File: src/rtl/als_pkg.sv
package als_pkg;
   localparam int SLOT_BITS  = 32;
   localparam int FRAME_BITS = 2 * SLOT_BITS;
   localparam int POS_W      = $clog2(FRAME_BITS);
   localparam int DIV_W      = 3;

   // System clocks per bit clock for each rate code (frame = 64 bit clocks).
   function automatic logic [DIV_W-1:0] bclk_div(input logic [1:0] code);
      case (code)
         2'd0:    return DIV_W'(2);
         2'd1:    return DIV_W'(3);
         2'd2:    return DIV_W'(4);
         default: return DIV_W'(6);
      endcase
   endfunction
endpackage

File: src/rtl/als_timing.sv
module als_timing
   import als_pkg::*;
(
   input  logic             clk,
   input  logic             rst_n,
   input  logic [1:0]       rate_sel_i,
   output logic             sck_o,
   output logic             lrck_o,
   output logic             rise_o,
   output logic             fall_o,
   output logic             wrap_o,
   output logic [POS_W-1:0] pos_o,
   output logic [POS_W-1:0] next_pos_o
);
   logic [1:0]       rate_q;
   logic [DIV_W-1:0] cnt_q, cnt_n, div, half;
   logic [POS_W-1:0] pos_q;

   always_comb begin
      div        = bclk_div(rate_q);
      half       = div >> 1;
      fall_o     = (cnt_q == div - DIV_W'(1));
      rise_o     = (cnt_q == half - DIV_W'(1));
      cnt_n      = fall_o ? '0 : cnt_q + DIV_W'(1);
      next_pos_o = pos_q + POS_W'(1);
      wrap_o     = fall_o && (pos_q == POS_W'(FRAME_BITS - 1));
      pos_o      = pos_q;
   end

   always_ff @(posedge clk) begin
      if (!rst_n) begin
         rate_q <= rate_sel_i;
         cnt_q  <= '0;
         pos_q  <= POS_W'(FRAME_BITS - 1);
         sck_o  <= 1'b0;
         lrck_o <= 1'b1;
      end else begin
         cnt_q <= cnt_n;
         sck_o <= (cnt_n >= half);
         if (fall_o) begin
            pos_q  <= next_pos_o;
            lrck_o <= next_pos_o[POS_W-1];
         end
         if (wrap_o)
            rate_q <= rate_sel_i;
      end
   end
endmodule

File: src/rtl/als_tx_lane.sv
module als_tx_lane
   import als_pkg::*;
#(
   parameter int SAMPLE_W = 16
) (
   input  logic                  clk,
   input  logic                  rst_n,
   input  logic [1:0]            wr_en_i,
   input  logic [2*SAMPLE_W-1:0] wr_data_i,
   input  logic                  fall_i,
   input  logic                  wrap_i,
   input  logic [POS_W-1:0]      next_pos_i,
   output logic                  sdo_o
);
   localparam int IDX_W = $clog2(SAMPLE_W);

   logic [SAMPLE_W-1:0] hold_l, hold_r, act_l, act_r, sel;
   logic [IDX_W-1:0]    idx;
   logic                bit_n;
   int                  j;

   always_comb begin
      j     = int'(next_pos_i[POS_W-2:0]);
      sel   = next_pos_i[POS_W-1] ? act_r : act_l;
      idx   = IDX_W'(SAMPLE_W - j);
      bit_n = (j >= 1 && j <= SAMPLE_W) ? sel[idx] : 1'b0;
   end

   always_ff @(posedge clk) begin
      if (!rst_n) begin
         hold_l <= '0;
         hold_r <= '0;
         act_l  <= '0;
         act_r  <= '0;
         sdo_o  <= 1'b0;
      end else begin
         if (wr_en_i[0]) hold_l <= wr_data_i[SAMPLE_W-1:0];
         if (wr_en_i[1]) hold_r <= wr_data_i[2*SAMPLE_W-1:SAMPLE_W];
         if (wrap_i) begin
            act_l <= hold_l;
            act_r <= hold_r;
         end
         if (fall_i) sdo_o <= bit_n;
      end
   end
endmodule

File: src/rtl/als_rx_lane.sv
module als_rx_lane
   import als_pkg::*;
#(
   parameter int SAMPLE_W = 16
) (
   input  logic                  clk,
   input  logic                  rst_n,
   input  logic                  sdi_i,
   input  logic                  rise_i,
   input  logic                  wrap_i,
   input  logic [POS_W-1:0]      pos_i,
   output logic [2*SAMPLE_W-1:0] data_o
);
   logic [SAMPLE_W-1:0] sh_l, sh_r;
   logic                cap;
   int                  j;

   always_comb begin
      j   = int'(pos_i[POS_W-2:0]);
      cap = rise_i && (j >= 1) && (j <= SAMPLE_W);
   end

   always_ff @(posedge clk) begin
      if (!rst_n) begin
         sh_l   <= '0;
         sh_r   <= '0;
         data_o <= '0;
      end else begin
         if (cap && pos_i[POS_W-1])  sh_r <= {sh_r[SAMPLE_W-2:0], sdi_i};
         if (cap && !pos_i[POS_W-1]) sh_l <= {sh_l[SAMPLE_W-2:0], sdi_i};
         if (wrap_i) data_o <= {sh_r, sh_l};
      end
   end
endmodule

File: src/rtl/audio_lane_serializer.sv
module audio_lane_serializer
   import als_pkg::*;
#(
   parameter int LANES    = 4,
   parameter int SAMPLE_W = 16
) (
   input  logic                         clk,
   input  logic                         rst_n,
   input  logic [1:0]                   rate_sel_i,
   input  logic [2*LANES-1:0]           tx_wr_en_i,
   input  logic [2*LANES*SAMPLE_W-1:0]  tx_wr_data_i,
   input  logic [LANES-1:0]             sdi_i,
   output logic                         sck_o,
   output logic                         lrck_o,
   output logic [LANES-1:0]             sdo_o,
   output logic [2*LANES*SAMPLE_W-1:0]  rx_data_o,
   output logic                         rx_frame_o
);
   localparam int PAIR_W = 2 * SAMPLE_W;

   if (SAMPLE_W < 2 || SAMPLE_W > SLOT_BITS - 1) begin : g_bad_width
      $error("SAMPLE_W must lie in 2..SLOT_BITS-1");
   end
   if (LANES < 1) begin : g_bad_lanes
      $error("LANES must be at least 1");
   end

   logic             rise, fall, wrap;
   logic [POS_W-1:0] pos, next_pos;

   als_timing u_timing (
      .clk        (clk),
      .rst_n      (rst_n),
      .rate_sel_i (rate_sel_i),
      .sck_o      (sck_o),
      .lrck_o     (lrck_o),
      .rise_o     (rise),
      .fall_o     (fall),
      .wrap_o     (wrap),
      .pos_o      (pos),
      .next_pos_o (next_pos)
   );

   for (genvar k = 0; k < LANES; k++) begin : g_lane
      als_tx_lane #(.SAMPLE_W(SAMPLE_W)) u_tx (
         .clk        (clk),
         .rst_n      (rst_n),
         .wr_en_i    (tx_wr_en_i[2*k +: 2]),
         .wr_data_i  (tx_wr_data_i[k*PAIR_W +: PAIR_W]),
         .fall_i     (fall),
         .wrap_i     (wrap),
         .next_pos_i (next_pos),
         .sdo_o      (sdo_o[k])
      );
      als_rx_lane #(.SAMPLE_W(SAMPLE_W)) u_rx (
         .clk    (clk),
         .rst_n  (rst_n),
         .sdi_i  (sdi_i[k]),
         .rise_i (rise),
         .wrap_i (wrap),
         .pos_i  (pos),
         .data_o (rx_data_o[k*PAIR_W +: PAIR_W])
      );
   end

   always_ff @(posedge clk) begin
      if (!rst_n) rx_frame_o <= 1'b0;
      else        rx_frame_o <= wrap;
   end
endmodule

File: config.mk
export PLATFORM = sky130hd
export DESIGN_NAME = audio_lane_serializer
export DESIGN_NICKNAME = d
export VERILOG_FILES = /design/src/rtl/als_pkg.sv /design/src/rtl/als_timing.sv /design/src/rtl/als_tx_lane.sv /design/src/rtl/als_rx_lane.sv /design/src/rtl/audio_lane_serializer.sv
export SDC_FILE = /design/constraint.sdc
export NUM_CORES = 1
export LEC_CHECK = 0
export BUFFER_PORTS_ARGS = -buffer_cell sky130_fd_sc_hd__clkbuf_2
export CAP_MARGIN = 25
export CORE_UTILIZATION = 50
export CTS_CLUSTER_DIAMETER = 30
export CTS_CLUSTER_SIZE = 25
export DETAILED_ROUTE_END_ITERATION = 8
export PLACE_DENSITY = 0.83
export SKIP_LAST_GASP = 1
export SLEW_MARGIN = 20
export SYNTH_ARGS = -nofsm -noshare
export SYNTH_HDL_FRONTEND = slang
export SYNTH_SLANG_ARGS = --single-unit
File: constraint.sdc
create_clock -name clk -period 2.9 [get_ports clk]
set_clock_uncertainty 0.1 [all_clocks]
set_input_delay 0.58 -clock clk [delete_from_list [all_inputs] [get_ports clk]]
set_output_delay 0.58 -clock clk [all_outputs]
set_load 0.005 [all_outputs]
==> results of run 1 <==
layout by cell type (no fill, tap or decap), types with 8 or more instances in the layout:
master / netlist / routed
nor3_1: 10 / 10
o21ai_0: 16 / 16
mux2i_1: 298 / 298
inv_6: 0 / 19
nor2_1: 278 / 278
a21oi_1: 269 / 269
clkinv_2: 0 / 11
a31oi_1: 9 / 9
ha_1: 11 / 11
nor2b_1: 9 / 9
clkbuf_1: 84 / 10
nand3_1: 19 / 18
dfxtp_1: 527 / 526
buf_12: 0 / 15
clkbuf_2: 0 / 278
clkinvlp_4: 0 / 8
buf_4: 19 / 28
bufinv_16: 0 / 10
nand2_1: 531 / 531
clkbuf_8: 0 / 12
clkbuf_16: 0 / 99
o221ai_1: 11 / 11
a211oi_1: 9 / 9
flip-flops by register name, summed over array words and instances (netlist names):
register / cells
g_lane.u_tx.sdo_o: 4
u_timing.sck_o: 1
g_lane.u_tx.hold_r: 64
g_lane.u_tx.act_r: 64
u_timing.pos_o: 6
u_timing.cnt_q: 3
g_lane.u_rx.data_o: 128
rx_frame_o: 1
g_lane.u_rx.sh_r: 64
g_lane.u_tx.hold_l: 64
g_lane.u_rx.sh_l: 64
u_timing.rate_q: 2
g_lane.u_tx.act_l: 64
cell type report:
type / instances / area (µm²) / area share (%)
Inverter: 8 / 37.5 / 0.147
Tap cell: 525 / 657 / 2.58
Multi-Input combinational cell: 1571 / 8880 / 34.8
Timing Repair Buffer: 321 / 1900 / 7.46
Clock buffer: 121 / 2680 / 10.5
Antenna cell: 1 / 2.50 / 0.00981
Clock inverter: 61 / 734 / 2.88
Sequential cell: 529 / 10600 / 41.6
per-stage QoR:
step           total power, mW  hold slack (ps)
2_1_floorplan             12.8              331
3_3_place_gp              14.3              335
3_5_place_dp              14.5              345
4_1_cts                   26.1             79.8
5_1_grt                   27.1             94.5
6_report                  26.1              101
final timing paths:
check	start	to	slack [ps]
worst max register to register	u_timing.rate_q[1]	g_lane[2].u_rx.sh_l[15]	320
worst max-delay path	u_timing.rate_q[1]	g_lane[2].u_rx.sh_l[15]	320
worst min register to register	g_lane[0].u_tx.hold_r[11]	g_lane[0].u_tx.act_r[11]	340
worst min-delay path	tx_wr_data_i[3]	g_lane[0].u_tx.hold_l[3]	100
power by group through the flow:
stage	registers [mW]	clock network (mW)	logic, mW
finish	8.02	11.6	6.51
global route	8.05	12.1	6.98
floorplan	7.96	0	4.81
CTS	8.00	11.7	6.38
global placement	8.13	0	6.18
detailed placement	8.14	0	6.33
kinds of logic (layout without fill, tap and decap cells):
family	count (synthesis)	count (layout)
buffers and inverters	187	511
xor gates and xnor gates	10	10
and+or+nand+nor	889	889
DFF	529	529
other	0	1
muxes	301	301
adders and majority gates	11	11
AOI/OAI and AO/OA	360	360
critical path, stage by stage, from the launching register on:
cell       delay (ps)
edfxtp_1          460
ha_1              250
o21ai_0           230
a41oi_2           180
a2111oi_4         420
and2b_4           260
buf_12            250
mux2i_1           270
nor2_1             50
layer usage:
layer  track usage [%]  vias up  share of wire (%)
met1              31.6     8214                 42
met3              4.82      154                6.2
li1                  -     8179                  -
met2              42.4      616                 48
met4              12.3        0                4.0
met5                 0        -                  0
==> impl_results.md, run 1 <==
* Drt first pass iters at 5
* Drt total wl at 53700 µm
* Register share of total power at 30.7%
* CTS tree: built
* Worst path arrival time at 2990 ps
* Layout area overhead at 25.2%
* Setup tns final at 0 ps
* Max VDD drop at 0.633 mV
* Drt drc at 0
* Post-synth ARST share at 0%
* Syn_nets at 2442
* Ys flop type: dfxtp_1
* IO buf count at 278
* Internal power at 17.5 mW
* Lkg Pwr at 10.8 nW
* Complex-gate fraction of the synthesized area at 10.1%
* CP Max Fanout at 36
* Clk buf depth at 3
* Mapped Area at 20400 µm²
* Fin crit share at 89.0%
* Total CTS buffers at 98
* Post-Synth XOR/XNOR Area at 0.522%
* Post-synth EDFFs at 2
* Routed vias at 17.2k
* Final Cell Area at 25500 µm²
* Post-route setup slack at 320 ps
* Fmax at 0.388 GHz
* Area share of and/or/nand/nor cells after synthesis at 17.3%
* Number of fill cells at 3042
* GP Congestion at 0.911
* H-Tree Depth at 3
* Gate power share at 24.9%
* Mux contribution to synthesized area at 14.9%
* Slew @ Worst Pin at 913 ps
* Final Setup Violations at 0
* Drt first-iter violations at 1532
* Clk_lat worst skew at 610 ps
* Syn Inst Count at 2287
* Max-slew violation count at 0
* Sw power at 8.59 mW
* Clock power frac at 44.3%
* Placed cells at 2954
* Core area at 39900 µm²
* Hold depth at 3
* Placed cell areas at 22100 µm²
* Starting Density at 51.0%
* Hold Crit Class: primary input to flip-flop
* RSZ-0062 raised after global routing: no
* Die height at 204 µm
* Post-DP HPWL at 34300 µm
* Clock root buffer: clkbuf_16
* Register area share after synthesis at 52.1%
* Number of hold buffers added after CTS at 0
* Top post-synthesis cells by area: dfxtp_1 52%, mux2i_1 15%, nand2_1 9.8%
* Top post-synthesis cells by count: 531 x nand2_1, 527 x dfxtp_1, 298 x mux2i_1
* Die width at 204 µm
* Nets at 2684
* Vias in the first global route at 16.8k
* Post-CTS Setup Bufs at 0
* CP Capture Type: flip-flop
* Pre-CTS setup slack at 322 ps
* Setup crit start kind: flip-flop
* First-pass GRT wire length at 85500 µm
* Most common cell in the netlist: nand2_1
* Clock slew at reported path FFs at 60 ps
* Switching Share at 32.9%
* Outcome: finished clean
* Worst R2R Path Depth at 8
* Global Route Usage Sum at 25.5%
* Max-slew headroom at 39.0%
* Unique masters post-synth at 63
* Post-synth top area share at 51.8%
* Final Hold Fails at 0
* Avg WL per Cell at 17.1 µm
* Largest area contributor in the netlist: dfxtp_1
* Sink Count at 529
* Post-DRT Antenna Nets at 0
* Total of warnings raised by yosys at 0
* Maxcap violations at 0
* Main combinational cell family by area after synthesis: simple AND/OR/NAND/NOR gates
* Crit path kind: flip-flop to flip-flop
* Die ar. at 41600 µm²
* Syn_area_per_cell at 8.91 µm²
* Layout cells sized above 1 at 19.4%
* PD cells at 1020 nW/µm²
* Vias/cell at 5.47
* Row count at 73
* Layout Cells excl Fill at 3137
* Largest net degree at the start of global routing at 121
* Final min period at 2580 ps
* Gr ovfl total at 0
* CTS resizes at 0
* I/O pins at 279
* Finished Core Util at 63.9%
* #FFs+latches synth at 529
* Critical Path RT at 3310 ps
* Synth Area in Adders at 0.676%
* Antenna violations before repair at 3
Power figures use the tool's default switching activity.
==> run 2, diff against run 1 <==
ABC_AREA = 1   (was default)
==> impl_results.md, run 2 <==
* Die ar. at 40200 µm² (-3.1%)
* Post-DRT Antenna Nets at 0 (unchanged)
* Avg WL per Cell at 15.8 µm (-7.9%)
* Final Hold Fails at 0 (unchanged)
* Max incr delay on CP at 440 ps (-20 ps)
* Post-route setup slack at 338 ps (+17.6 ps)
* Register area share after synthesis at 53.8% (+1.7 points)
* Buffer and inverter count on the worst path at 2 (+1)
* Crit path kind: flip-flop to flip-flop
* Hold Slack at 74.1 ps (-27.0 ps)
* RSZ-0062 raised after global routing: no
* Layout area overhead at 24.9%
* Syn_area_per_cell at 7.82 µm² (-12%)
* Drt total wl at 52600 µm (-2.1%)
* Post-DP HPWL at 32100 µm (-6.5%)
* Total power at 24.4 mW (-6.4%)
* Reg with most FFs: g_lane.u_rx.data_o
* Setup crit start kind: flip-flop
* Worst setup path start: u_timing.pos_o[0]
* Gr ovfl total at 0 (unchanged)
* Antenna violations before repair at 5 (+2)
* Post-synth top area share at 53.5% (+1.7 points)
* First-pass GRT wire length at 85600 µm (+0.11%)
* Die width at 201 µm (-1.6%)
* Largest area contributor in the netlist: dfxtp_1
* M2 GR Usage at 42.7% (+0.28 points)
* Reg2Reg Launch Point: u_timing.pos_o[0]
* Syn Inst Count at 2523 (+10%)
* Starting Density at 50.9% (-0.12 points)
* Drt first pass iters at 8 (+3)
* Die height at 201 µm (-1.6%)
* Pre-CTS setup slack at 287 ps (-35.2 ps)
* Max-slew violation count at 0 (unchanged)
* Outcome: finished clean
* Max-slew headroom at 27.0% (-12 points)
* Lkg Pwr at 10.6 nW (-1.5%)
* Most frequent cells in the layout: 527 x dfxtp_1, 376 x nand2_1, 349 x nand3_1
* H-Tree Depth at 3 (unchanged)
* Slew @ Worst Pin at 1090 ps (+182 ps)
* #FFs+latches synth at 529 (unchanged)
* Min-delay src: tx_wr_data_i[2]
* Clk buf depth at 3 (unchanged)
* Layout cells sized above 1 at 17.8% (-1.6 points)
* Total of warnings raised by yosys at 0 (unchanged)
* Vias/cell at 5.29 (-3.2%)
* Max VDD drop at 0.583 mV (-7.9%)
* Core area at 38700 µm² (-2.9%)
* IO buf count at 278 (unchanged)
* Maxcap violations at 0 (unchanged)
* Global Route Usage Sum at 25.7% (+0.27 points)
* Finished Core Util at 63.6% (-0.31 points)
* CP Max Fanout at 128 (+260%)
* Routed vias at 17.7k (+2.9%)
* Row count at 72 (-1.4%)
* Mapped Area at 19700 µm² (-3.2%)
* Number of fill cells at 3122 (+2.6%)
* Clk_lat worst skew at 630 ps (+20 ps)
* GP Congestion at 0.862 (-5.4%)
* CP Cell Sequence: buf_4, ha_1, nor4_1, a211oi_2, nand3_4, buf_12, o21ai_0, a21oi_1
* Largest net degree at the start of global routing at 262 (+120%)
* Critical path's top delay family: compound AO/OA/AOI/OAI gates
* Top post-synthesis cells by count: 527 x dfxtp_1, 376 x nand2_1, 351 x nand3_1
* Critical Path RT at 3290 ps (-20 ps)
* Post-CTS Setup Bufs at 0 (unchanged)
* Top post-synthesis cells by area: dfxtp_1 53%, nand3_1 8.9%, o21ai_0 7.2%
* CTS tree: built
* Setup tns final at 0 ps (unchanged)
* Most common cell after layout, fill and taps aside: dfxtp_1
* Clock root buffer: clkbuf_16
* Fmax at 0.390 GHz (+0.69%)
* Most common cell in the netlist: dfxtp_1
* Syn_nets at 2678 (+9.7%)
* Unique masters post-synth at 36 (-43%)
* Sink Count at 529 (unchanged)
* CP Capture Type: flip-flop
* Post-synth ARST share at 0% (unchanged)
* Placed cells at 3157 (+6.9%)
* Met3 Track Usage GR at 7.73% (+2.9 points)
* Clock slew at reported path FFs at 60 ps (about the same)
* CTS resizes at 0 (unchanged)
* Final Setup Violations at 0 (unchanged)
* Drt drc at 0 (unchanged)
* Met1 Usage GRT at 30.2% (-1.4 points)
* Drt first-iter violations at 1371 (-11%)
* Crit path max-delay cell type: dfxtp_1
* Placed cell areas at 21200 µm² (-4.1%)
* Hold Crit Class: primary input to flip-flop
* Final min period at 2560 ps (-17.6 ps)
* Total CTS buffers at 94 (-4.1%)
* Nets at 2890 (+7.7%)
* I/O pins at 279 (unchanged)
* Worst path arrival time at 2950 ps (-40 ps)
* Layout Cells excl Fill at 3337 (+6.4%)
* Post-synth EDFFs at 2 (unchanged)
* Gr busiest metal: met2
* Ys flop type: dfxtp_1
* Max reg flops at 128 (unchanged)
* Number of hold buffers added after CTS at 0 (unchanged)
* Final Cell Area at 24600 µm² (-3.4%)
* Fin crit share at 88.4% (-0.61 points)
* PD cells at 991 nW/µm² (-3.1%)
* Vias in the first global route at 17.5k (+4.0%)
run 2: cell families (layout without fill, tap and decap cells):
family                   Yosys count  after routing  synth area share, %
buffers and inverters            375            668                 8.25
other                              0              3                    0
flip-flops                       529            529                 53.8
adder cells (fa/ha/maj)           11             11                0.698
AO/OA/AOI/OAI                    583            583                 15.1
XOR/XNOR                           5              5                0.222
AND/OR/NAND/NOR                 1020           1020                 21.9
run 2: path summary, 6_finish.rpt:
check / endpoint / slack (ps) / depth (start not counted)
hold / removal: g_lane[0].u_tx.hold_l[2] / 70 / 3
hold reg to reg: g_lane[0].u_tx.act_l[8] / 330 / 2
setup reg to reg: g_lane[2].u_rx.sh_l[9] / 340 / 8
setup / recovery: g_lane[2].u_rx.sh_l[9] / 340 / 8
run 2: layout make-up:
cell class              instances  area, µm²  share of cell area (%)
diodes                          3       7.51                  0.0305
flip-flops and latches        529      10600                    43.1
repair buffers                305       1700                    6.92
clock buffers                 111       2520                    10.2
inverters                     186        701                    2.84
clock inverters                66        918                    3.73
multi-input cells            1619       7530                    30.6
well taps                     518        648                    2.63
run 2: worst register-to-register path: cells and delay by family, from the launching register on:
family	cells	cell delay, ps
DFF	1	440
adders and majority gates	1	210
AOI/OAI and AO/OA	3	950
and+or+nand+nor	2	170
buffers and inverters	2	570
run 2: power by group:
part / internal, mW / leakage [nW] / switching (mW)
Clock: 7.60 / 1.67 / 4.07
Sequential: 7.88 / 4.31 / 0.363
Combinational: 1.32 / 4.65 / 3.20
Total: 16.8 / 10.6 / 7.63
run 2: metal layers:
| metal | vias to the layer above | wire [µm] |
|---|---|---|
| met1 | 8219 | 21300 |
| met2 | 580 | 25100 |
| met3 | 144 | 4110 |
| met4 | 4 | 1980 |
| li1 | 8720 | - |
| met5 | - | 31 |
==> run 3, diff against run 2 <==
BUFFER_PORTS_ARGS = -buffer_cell sky130_fd_sc_hd__buf_2   (was -buffer_cell sky130_fd_sc_hd__clkbuf_2)
==> impl_results.md, run 3 (synthesis results as in run 2) <==
* Outcome: finished clean
* Hold Crit Class: primary input to flip-flop
* Fin crit share at 91.8% (+3.4 points)
* Max reg flops at 128 (unchanged)
* Most common cell after layout, fill and taps aside: dfxtp_1
* Vias/cell at 5.35 (+1.0%)
* Starting Density at 50.9% (unchanged)
* Clk_lat worst skew at 620 ps (about the same)
* CTS tree: built
* Gr ovfl total at 0 (unchanged)
* Fmax at 0.376 GHz (-3.7%)
* Clock slew at reported path FFs at 50 ps (about the same)
* Final Setup Violations at 0 (unchanged)
* Global Route Usage Sum at 26.3% (+0.62 points)
* Post-DP HPWL at 32600 µm (+1.7%)
* Post-CTS Setup Bufs at 0 (unchanged)
* I/O pins at 279 (unchanged)
* Setup tns final at 0 ps (unchanged)
* Final Hold Fails at 0 (unchanged)
* Row count at 72 (unchanged)
* Drt first-iter violations at 1237 (-9.8%)
* CP Max Fanout at 76 (-41%)
* Critical Path RT at 3270 ps (-20 ps)
* Worst path arrival time at 3030 ps (+80 ps)
* Vias in the first global route at 17.7k (+1.2%)
* Most frequent cells in the layout: 527 x dfxtp_1, 376 x nand2_1, 349 x nand3_1
* Lkg Pwr at 10.8 nW (+1.3%)
* Largest net degree at the start of global routing at 209 (-20%)
* PD cells at 994 nW/µm² (+0.29%)
* Final min period at 2660 ps (+98.4 ps)
* Drt total wl at 53500 µm (+1.7%)
* GP Congestion at 0.886 (+2.8%)
* Reg with most FFs: g_lane.u_rx.data_o
* Drt drc at 0 (unchanged)
* Sink Count at 529 (unchanged)
* First-pass GRT wire length at 87900 µm (+2.7%)
* RSZ-0062 raised after global routing: no
* Clock root buffer: clkbuf_16
* Max VDD drop at 0.902 mV (+55%)
* Routed vias at 17.9k (+1.4%)
* Post-DRT Antenna Nets at 0 (unchanged)
* Layout cells sized above 1 at 17.9% (+0.13 points)
* Max-slew headroom at 39.2% (+12 points)
* Finished Core Util at 63.9% (+0.28 points)
* IO buf count at 278 (unchanged)
* Antenna violations before repair at 5 (unchanged)
* Drt first pass iters at 5 (-3)
* Clk buf depth at 3 (unchanged)
* Core area at 38700 µm² (unchanged)
* Number of hold buffers added after CTS at 0 (unchanged)
* Avg WL per Cell at 16.0 µm (+1.3%)
* Die ar. at 40200 µm² (unchanged)
* CP Capture Type: flip-flop
* Die width at 201 µm (unchanged)
* CTS resizes at 0 (unchanged)
* Layout area overhead at 25.4%
* Max-slew violation count at 0 (unchanged)
* Setup crit start kind: flip-flop
* H-Tree Depth at 3 (unchanged)
* Die height at 201 µm (unchanged)
* Crit path kind: flip-flop to flip-flop
* Maxcap violations at 0 (unchanged)
* Slew @ Worst Pin at 913 ps (-182 ps)
* Total CTS buffers at 97 (+3.2%)
* Nets at 2900 (+0.35%)
-- run 3: cell types whose count changed in the layout (fill, tap and decap cells not counted), moves of 2 or more --
cell and delta:
buf_2 +277, clkbuf_2 -277, clkinv_4 -9, buf_4 +6
clkbuf_1 +6, clkinvlp_4 +4, inv_6 -4, clkbuf_16 +3
clkbuf_8 +3, clkinv_2 +2, clkinv_8 +2, inv_8 +2
-- run 3: metrics by stage --
stage / std cells / area [µm²] / hold slack (ps) / setup WS (ps) / power (mW)
detailed placement: 3163 / 21200 / 328 / 114 / 12.8
CTS: 3346 / 24700 / 48.6 / 96.2 / 24.6
floorplan: 2523 / 19700 / 313 / 738 / 11.8
finish: 3350 / 24700 / 65.9 / 239 / 24.6
global placement: 3163 / 21200 / 324 / 322 / 12.8
global route: 3349 / 24700 / 59.1 / 104 / 25.6
-- run 3: final cells by class --
type / count / area, µm²
fill: 3081 / 14000
sequential: 529 / 10600
antenna: 3 / 7.51
tap: 518 / 648
timing repair buffer: 312 / 1780
clock inverter: 60 / 820
multi-input combinational: 1619 / 7520
clock buffer: 123 / 2660
inverter: 186 / 701
-- run 3: path summary, 6_finish.rpt --
check	startpoint	to	slack, ps	depth (start not counted)
max	u_timing.pos_o[1]	g_lane[1].u_rx.data_o[21]	240	8
min	rate_sel_i[1]	u_timing.rate_q[1]	70	1
max reg2reg	u_timing.pos_o[1]	g_lane[1].u_rx.data_o[21]	240	8
min reg2reg	g_lane[3].u_tx.hold_l[13]	g_lane[3].u_tx.act_l[13]	330	2
-- run 3: power by group --
| part | switching (mW) | leakage, nW | internal, mW |
|---|---|---|---|
| registers | 0.366 | 4.31 | 7.88 |
| clock network | 4.00 | 1.68 | 7.74 |
| logic | 3.24 | 4.78 | 1.37 |
| total | 7.61 | 10.8 | 17.0 |
-- run 3: critical path: stages, from the launching register on --
cell and delay [ps]:
dfxtp_1 420, ha_1 270, nand2_1 100, nor3_1 510, nand2_8 230, buf_4 310, buf_16 250, nand3_1 150
o21ai_1 90
-- run 3: routing by layer --
| layer | share of wire, % | track usage, % |
|---|---|---|
| met5 | 0.050 | 0 |
| met4 | 3.7 | 13.1 |
| met2 | 48 | 43.7 |
| met1 | 40 | 30.9 |
| met3 | 8.0 | 8.04 |
